==> src/rtl/asram_bridge_pkg.sv <==
package asram_bridge_pkg;

  typedef enum logic [2:0] {
    ST_PWRUP,
    ST_IDLE,
    ST_READ,
    ST_WTURN,
    ST_WDATA,
    ST_WHOLD
  } bridgeState_t;

  // strobes from control to datapath
  typedef struct packed {
    logic ceN;     // registered pin value
    logic oeN;     // registered pin value
    logic weN;     // registered pin value
    logic dqOe;    // registered pin value
    logic load;    // capture host request this edge
    logic sample;  // capture read data this edge
  } bridgeStb_t;

  function automatic int imax(input int a, input int b);
    return (a > b) ? a : b;
  endfunction

  // nanoseconds to cycles, rounded up, never below one
  function automatic int ns2cyc(input int ns, input int clkNs);
    return imax(1, (ns + clkNs - 1) / clkNs);
  endfunction

endpackage

==> src/rtl/asram_bridge_ctrl.sv <==
module asram_bridge_ctrl
  import asram_bridge_pkg::*;
#(
  parameter int CLK_NS     = 10,
  parameter int T_RC_NS    = 10,
  parameter int T_AA_NS    = 10,
  parameter int T_HZ_NS    = 5,
  parameter int T_SD_NS    = 5,
  parameter int T_PWE_NS   = 7,
  parameter int T_SCE_NS   = 8,
  parameter int T_AWE_NS   = 8,
  parameter int T_WC_NS    = 10,
  parameter int T_PWRUP_NS = 100000
) (
  input  logic       clk,
  input  logic       rstN,
  input  logic       reqValid,
  input  logic       reqWrite,
  output logic       reqReady,
  output bridgeStb_t stb
);

  localparam int RD_CYC   = ns2cyc(imax(T_RC_NS, T_AA_NS), CLK_NS);
  localparam int TURN_CYC = ns2cyc(T_HZ_NS, CLK_NS);
  localparam int WE_MIN   = ns2cyc(imax(T_PWE_NS, imax(T_SCE_NS, T_AWE_NS)), CLK_NS);
  localparam int WE_CYC   = imax(imax(WE_MIN, TURN_CYC + ns2cyc(T_SD_NS, CLK_NS)),
                                 ns2cyc(T_WC_NS, CLK_NS) - 1);
  localparam int DATA_CYC = WE_CYC - TURN_CYC;
  localparam int PWR_CYC  = ns2cyc(T_PWRUP_NS, CLK_NS);
  localparam int CNT_W    = $clog2(imax(imax(PWR_CYC, RD_CYC), WE_CYC) + 1);

  bridgeState_t state, nxtState;
  logic [CNT_W-1:0] cnt, nxtCnt;
  logic load, sample;
  logic ceQ, oeQ, weQ, dqOeQ;
  logic cntZero;

  assign cntZero = (cnt == '0);

  always_comb begin
    nxtState = state;
    nxtCnt   = cnt;
    load     = 1'b0;
    sample   = 1'b0;
    unique case (state)
      ST_PWRUP: begin
        if (cntZero) nxtState = ST_IDLE;
        else         nxtCnt   = cnt - 1'b1;
      end
      ST_IDLE: begin
        if (reqValid) begin
          load = 1'b1;
          if (reqWrite) begin
            nxtState = ST_WTURN;
            nxtCnt   = CNT_W'(TURN_CYC - 1);
          end else begin
            nxtState = ST_READ;
            nxtCnt   = CNT_W'(RD_CYC - 1);
          end
        end
      end
      ST_READ: begin
        if (cntZero) begin
          sample   = 1'b1;
          nxtState = ST_IDLE;
        end else nxtCnt = cnt - 1'b1;
      end
      ST_WTURN: begin
        if (cntZero) begin
          nxtState = ST_WDATA;
          nxtCnt   = CNT_W'(DATA_CYC - 1);
        end else nxtCnt = cnt - 1'b1;
      end
      ST_WDATA: begin
        if (cntZero) nxtState = ST_WHOLD;
        else         nxtCnt   = cnt - 1'b1;
      end
      ST_WHOLD: nxtState = ST_IDLE;
      default:  nxtState = ST_IDLE;
    endcase
  end

  always_ff @(posedge clk or negedge rstN) begin
    if (!rstN) begin
      state <= ST_PWRUP;
      cnt   <= CNT_W'(PWR_CYC - 1);
      ceQ   <= 1'b1;
      oeQ   <= 1'b1;
      weQ   <= 1'b1;
      dqOeQ <= 1'b0;
    end else begin
      state <= nxtState;
      cnt   <= nxtCnt;
      // pins registered from the next state: glitch-free at the memory
      ceQ   <= !(nxtState inside {ST_READ, ST_WTURN, ST_WDATA, ST_WHOLD});
      oeQ   <= (nxtState != ST_READ);
      weQ   <= !(nxtState inside {ST_WTURN, ST_WDATA});
      dqOeQ <= (nxtState inside {ST_WDATA, ST_WHOLD});
    end
  end

  assign reqReady = (state == ST_IDLE);

  assign stb = '{ceN: ceQ, oeN: oeQ, weN: weQ, dqOe: dqOeQ,
                 load: load, sample: sample};

endmodule

==> src/rtl/asram_bridge_dp.sv <==
module asram_bridge_dp
  import asram_bridge_pkg::*;
#(
  parameter int ADDR_W = 17,
  parameter int DATA_W = 8
) (
  input  logic              clk,
  input  logic              rstN,
  input  bridgeStb_t        stb,
  input  logic [ADDR_W-1:0] reqAddr,
  input  logic [DATA_W-1:0] reqWdata,
  input  logic [DATA_W-1:0] memDqIn,
  output logic              memCeN,
  output logic              memOeN,
  output logic              memWeN,
  output logic [ADDR_W-1:0] memAddr,
  output logic [DATA_W-1:0] memDqOut,
  output logic              memDqOe,
  output logic              rspValid,
  output logic [DATA_W-1:0] rspData
);

  logic [ADDR_W-1:0] addrQ;
  logic [DATA_W-1:0] wdataQ;

  always_ff @(posedge clk or negedge rstN) begin
    if (!rstN) begin
      addrQ    <= '0;
      wdataQ   <= '0;
      rspValid <= 1'b0;
      rspData  <= '0;
    end else begin
      if (stb.load) begin
        addrQ  <= reqAddr;
        wdataQ <= reqWdata;
      end
      rspValid <= stb.sample;
      if (stb.sample) rspData <= memDqIn;
    end
  end

  assign memCeN   = stb.ceN;
  assign memOeN   = stb.oeN;
  assign memWeN   = stb.weN;
  assign memDqOe  = stb.dqOe;
  assign memAddr  = addrQ;
  assign memDqOut = wdataQ;

endmodule

==> src/rtl/asram_host_bridge.sv <==
module asram_host_bridge
  import asram_bridge_pkg::*;
#(
  parameter int ADDR_W     = 17,
  parameter int DATA_W     = 8,
  parameter int CLK_NS     = 10,
  parameter int T_RC_NS    = 10,
  parameter int T_AA_NS    = 10,
  parameter int T_HZ_NS    = 5,
  parameter int T_SD_NS    = 5,
  parameter int T_PWE_NS   = 7,
  parameter int T_SCE_NS   = 8,
  parameter int T_AWE_NS   = 8,
  parameter int T_WC_NS    = 10,
  parameter int T_PWRUP_NS = 100000
) (
  input  logic              clk,
  input  logic              rstN,
  input  logic              reqValid,
  output logic              reqReady,
  input  logic              reqWrite,
  input  logic [ADDR_W-1:0] reqAddr,
  input  logic [DATA_W-1:0] reqWdata,
  output logic              rspValid,
  output logic [DATA_W-1:0] rspData,
  output logic              memCeN,
  output logic              memOeN,
  output logic              memWeN,
  output logic [ADDR_W-1:0] memAddr,
  output logic [DATA_W-1:0] memDqOut,
  output logic              memDqOe,
  input  logic [DATA_W-1:0] memDqIn
);

  bridgeStb_t stb;

  asram_bridge_ctrl #(
    .CLK_NS(CLK_NS), .T_RC_NS(T_RC_NS), .T_AA_NS(T_AA_NS), .T_HZ_NS(T_HZ_NS),
    .T_SD_NS(T_SD_NS), .T_PWE_NS(T_PWE_NS), .T_SCE_NS(T_SCE_NS),
    .T_AWE_NS(T_AWE_NS), .T_WC_NS(T_WC_NS), .T_PWRUP_NS(T_PWRUP_NS)
  ) u_ctrl (
    .clk(clk), .rstN(rstN), .reqValid(reqValid), .reqWrite(reqWrite),
    .reqReady(reqReady), .stb(stb)
  );

  asram_bridge_dp #(.ADDR_W(ADDR_W), .DATA_W(DATA_W)) u_dp (
    .clk(clk), .rstN(rstN), .stb(stb), .reqAddr(reqAddr), .reqWdata(reqWdata),
    .memDqIn(memDqIn), .memCeN(memCeN), .memOeN(memOeN), .memWeN(memWeN),
    .memAddr(memAddr), .memDqOut(memDqOut), .memDqOe(memDqOe),
    .rspValid(rspValid), .rspData(rspData)
  );

endmodule

==> config.mk <==
export PLATFORM = sky130hd
export DESIGN_NAME = asram_host_bridge
export DESIGN_NICKNAME = d
export VERILOG_FILES = /design/src/rtl/asram_bridge_pkg.sv /design/src/rtl/asram_bridge_ctrl.sv /design/src/rtl/asram_bridge_dp.sv /design/src/rtl/asram_host_bridge.sv
export SDC_FILE = /design/constraint.sdc
export NUM_CORES = 1
export LEC_CHECK = 0
export BUFFER_PORTS_ARGS = -buffer_cell sky130_fd_sc_hd__buf_2
export CORE_UTILIZATION = 49
export CTS_CLUSTER_DIAMETER = 40
export DETAILED_ROUTE_END_ITERATION = 10
export GPL_TIMING_DRIVEN = 0
export PLACE_DENSITY = 0.84
export SYNTH_ARGS = -nofsm -noshare
export SYNTH_HDL_FRONTEND = slang
export SYNTH_SLANG_ARGS = --single-unit
==> constraint.sdc <==
create_clock -name clk -period 4.95 [get_ports clk]
set_clock_uncertainty 0.2 [all_clocks]
set_input_delay 0 -clock clk [delete_from_list [all_inputs] [get_ports clk]]
set_output_delay 0 -clock clk [all_outputs]
set_load 0.05 [all_outputs]
==> results.cfg <==
[outcome]
run_status = complete, no violations

[timing]
tightest_hold_margin_ns = 0.256
period_utilization_post_route = 0.533
grt_setup_unrepaired = no
worst_slew_pin_slew_ns = 1.18
relSlewSlack = 0.214
timing.final.setup_violations = 0
tns_ns = 0
timing.final.crit_period_ns = 2.64
finalMaxSlewViolations = 0
fmax_mhz = 379
hold_viol = 0

[clock_tree]
cts.root.buffer_cell = sky130_fd_sc_hd__clkbuf_8
cts_num_sinks = 55
clockBufferDepth = 2
worst_setup_hold_path_clk_slew_ns = 0.09
number_of_buffers_created_by_cts = 5
cts.htree.levels = 2
clk_latency_ns = 0.30
cts_tree = built

[logic_synthesis]
ys.flop_type = sky130_fd_sc_hd__dfrtp_1
synth_cell_type_count = 39
ys_seq_elements = 55
synth_top_cell_area_share = 0.442
synth_largest_area_cell = sky130_fd_sc_hd__dfrtp_1
seq_area_frac_synth = 0.558
synth_area_per_cell_um2 = 12.5
ys_top_cells_by_area = sky130_fd_sc_hd__dfrtp_1, sky130_fd_sc_hd__mux2_2, sky130_fd_sc_hd__dfstp_2, sky130_fd_sc_hd__mux2_4, sky130_fd_sc_hd__a21oi_1
netlist_area_mm2 = 0.00249
synth_nets = 238
synth_cells = 200
synth_common_cells = sky130_fd_sc_hd__dfrtp_1, sky130_fd_sc_hd__mux2_2, sky130_fd_sc_hd__a21oi_1, sky130_fd_sc_hd__nand2_1, sky130_fd_sc_hd__nor2_1
synthArstFlopShare = 1.00
yosys_warnings = 0
synth_edf_count = 0
post-synth-top-count-cell = sky130_fd_sc_hd__dfrtp_1

[worst_hold_path]
hp-class = in -> reg

[global_routing]
antenna_violations_before_repair = 0
number_of_global_route_vias_before_repair = 1927
grt_pass1_wl_mm = 9.03
globalRouteTotalUtil = 0.218
pin_count_of_the_biggest_net_entering_global_routing = 56
overflow = 0

[detailed_routing]
drt_pass1_iterations = 4
detailedRoute.firstIterationViolations = 138
post-route-drc-count = 0
route.vias.total = 2034
routed_wl_mm = 5.76
route.detailed.wl_per_inst_um = 14.9
detail_route.vias_per_cell = 5.26
antenna_violating_nets_post_route = 0

[pwr]
total_leakage_power_nw = 1.68
power_density_mw_per_mm2 = 305
ir_worst_vdd_mv = 0.208

[floorplan]
dieArea_mm2 = 0.00538
core_mm2 = 0.00482
io-pin-count = 76
floorplan.initialDensity = 0.517
die_w_um = 73.3
placement_rows = 25
vert_die_dim_um = 73.3

[setup_path]
required_time_reported_for_the_critical_path_endpoint_ns = 4.93
critPathMaxFanout = 10
critPathArrivalTime_ns = 2.62
crit_type = reg -> reg
cp-end-kind = flop
start_kind = flop

[run]
maximum_capacitance_violations = 0

[final_layout]
antenna_cells_inserted = 0
final_nets = 357
finish.utilization = 0.709
final_area_mm2 = 0.00342
drive_gt1_frac = 0.453
area_delta_synth_final_pct = 37.1

[placed_design]
io_buffer_count = 75
post-dp-hpwl_mm = 3.42
dpl-instance-area_mm2 = 0.00295
weighted_congestion_at_the_end_of_routability_driven_global_placement = 0.772
==> final cells by class <==
class                      count  area, um^2
buffer                        11        65.1
clock buffer                   7        86.3
clock inverter                 1        8.76
fill                         345        1400
inverter                       4        15.0
multi-input combinational    130        1020
sequential                    55        1390
tap                           67        83.8
timing repair buffer         112         746
==> critical path, stage by stage (launching register included) <==
cell and delay, ns:
sky130_fd_sc_hd__dfstp_2 0.38, sky130_fd_sc_hd__inv_1 0.08, sky130_fd_sc_hd__ha_1 0.17, sky130_fd_sc_hd__or3b_2 0.43
sky130_fd_sc_hd__buf_2 0.20, sky130_fd_sc_hd__nor4_4 0.39, sky130_fd_sc_hd__a21oi_2 0.17, sky130_fd_sc_hd__buf_2 0.21
sky130_fd_sc_hd__nor2_1 0.22, sky130_fd_sc_hd__a21oi_1 0.06
==> per-layer routing <==
layer | vias to the layer above | part of all wire | wire (um) | track usage
li1 | 966 | - | - | -
met1 | 987 | 0.42 | 2410 | 0.272
met2 | 71 | 0.51 | 2970 | 0.394
met3 | 10 | 0.054 | 312 | 0.0453
met4 | 0 | 0.013 | 77 | 0.0427
met5 | - | 0 | 0 | 0
==> layout by cell type, fill, tap and decap left out, types with 3 or more instances in the layout <==
master                          synthesis  layout
sky130_fd_sc_hd__a21oi_1               12      12
sky130_fd_sc_hd__a31oi_1                7       7
sky130_fd_sc_hd__buf_2                  7      82
sky130_fd_sc_hd__clkbuf_1               2       3
sky130_fd_sc_hd__clkbuf_8               0       6
sky130_fd_sc_hd__dfrtp_1               44      44
sky130_fd_sc_hd__dfstp_2               11      11
sky130_fd_sc_hd__dlygate4sd3_1          0      37
sky130_fd_sc_hd__inv_1                  4       4
sky130_fd_sc_hd__mux2_2                26      26
sky130_fd_sc_hd__mux2_4                 8       8
sky130_fd_sc_hd__nand2_1               12      12
sky130_fd_sc_hd__nand2b_1               4       4
sky130_fd_sc_hd__nor2_1                12      12
sky130_fd_sc_hd__nor3_1                 5       5
sky130_fd_sc_hd__o21ai_0                6       6
sky130_fd_sc_hd__or3_1                  4       4
sky130_fd_sc_hd__or4_1                  3       3
==> through the flow <==
| stage | setup WS [ns] | power, W | std cells |
|---|---|---|---|
| floorplan | 2.51 | 0.000706 | 200 |
| global placement | 2.37 | 0.000758 | 342 |
| detailed placement | 2.34 | 0.000771 | 342 |
| CTS | 2.31 | 0.00105 | 387 |
| global route | 2.15 | 0.00110 | 387 |
| finish | 2.31 | 0.00104 | 387 |
==> timing repair <==
action                    CTS  global route
setup buffers               0             0
hold buffers               37             0
hold endpoints to repair   81             0
resized for setup           0             0
==> flip-flops by register name, summed over array words and instances (netlist names), 3 cells and up <==
name	count
u_ctrl.cnt	14
u_dp.rspData	8
u_ctrl.state	3
u_dp.memDqOut	8
u_dp.memAddr	17
==> cell families after synthesis <==
logic type / synth area share
adders and majority gates: 0.00502
AOI/OAI and AO/OA: 0.103
DFF: 0.558
buffers and inverters: 0.0321
and+or+nand+nor: 0.133
muxes: 0.170
==> where the power goes <==
part	internal, W	switching [W]	total [W]
combinational	0.000102	0.000133	0.000235
clock	0.000115	0.000139	0.000254
sequential	0.000513	0.0000402	0.000553
total	0.000730	0.000312	0.00104
==> worst paths after layout <==
| check | from | endpoint | slack (ns) | depth (start not counted) |
|---|---|---|---|---|
| max reg2reg | u_ctrl.cnt[0] | u_ctrl.cnt[6] | 2.31 | 9 |
| max in group asynchronous | rstN | u_ctrl.cnt[4] | 3.56 | 2 |
| min reg2reg | u_ctrl.cnt[7] | u_ctrl.cnt[7] | 0.30 | 1 |
| max | u_ctrl.cnt[0] | u_ctrl.cnt[6] | 2.31 | 9 |
| min | memDqIn[3] | u_dp.rspData[3] | 0.26 | 3 |
| min in group asynchronous | rstN | u_dp.rspData[5] | 0.27 | 2 |
Note: power is estimated with default switching activity, not from simulation.
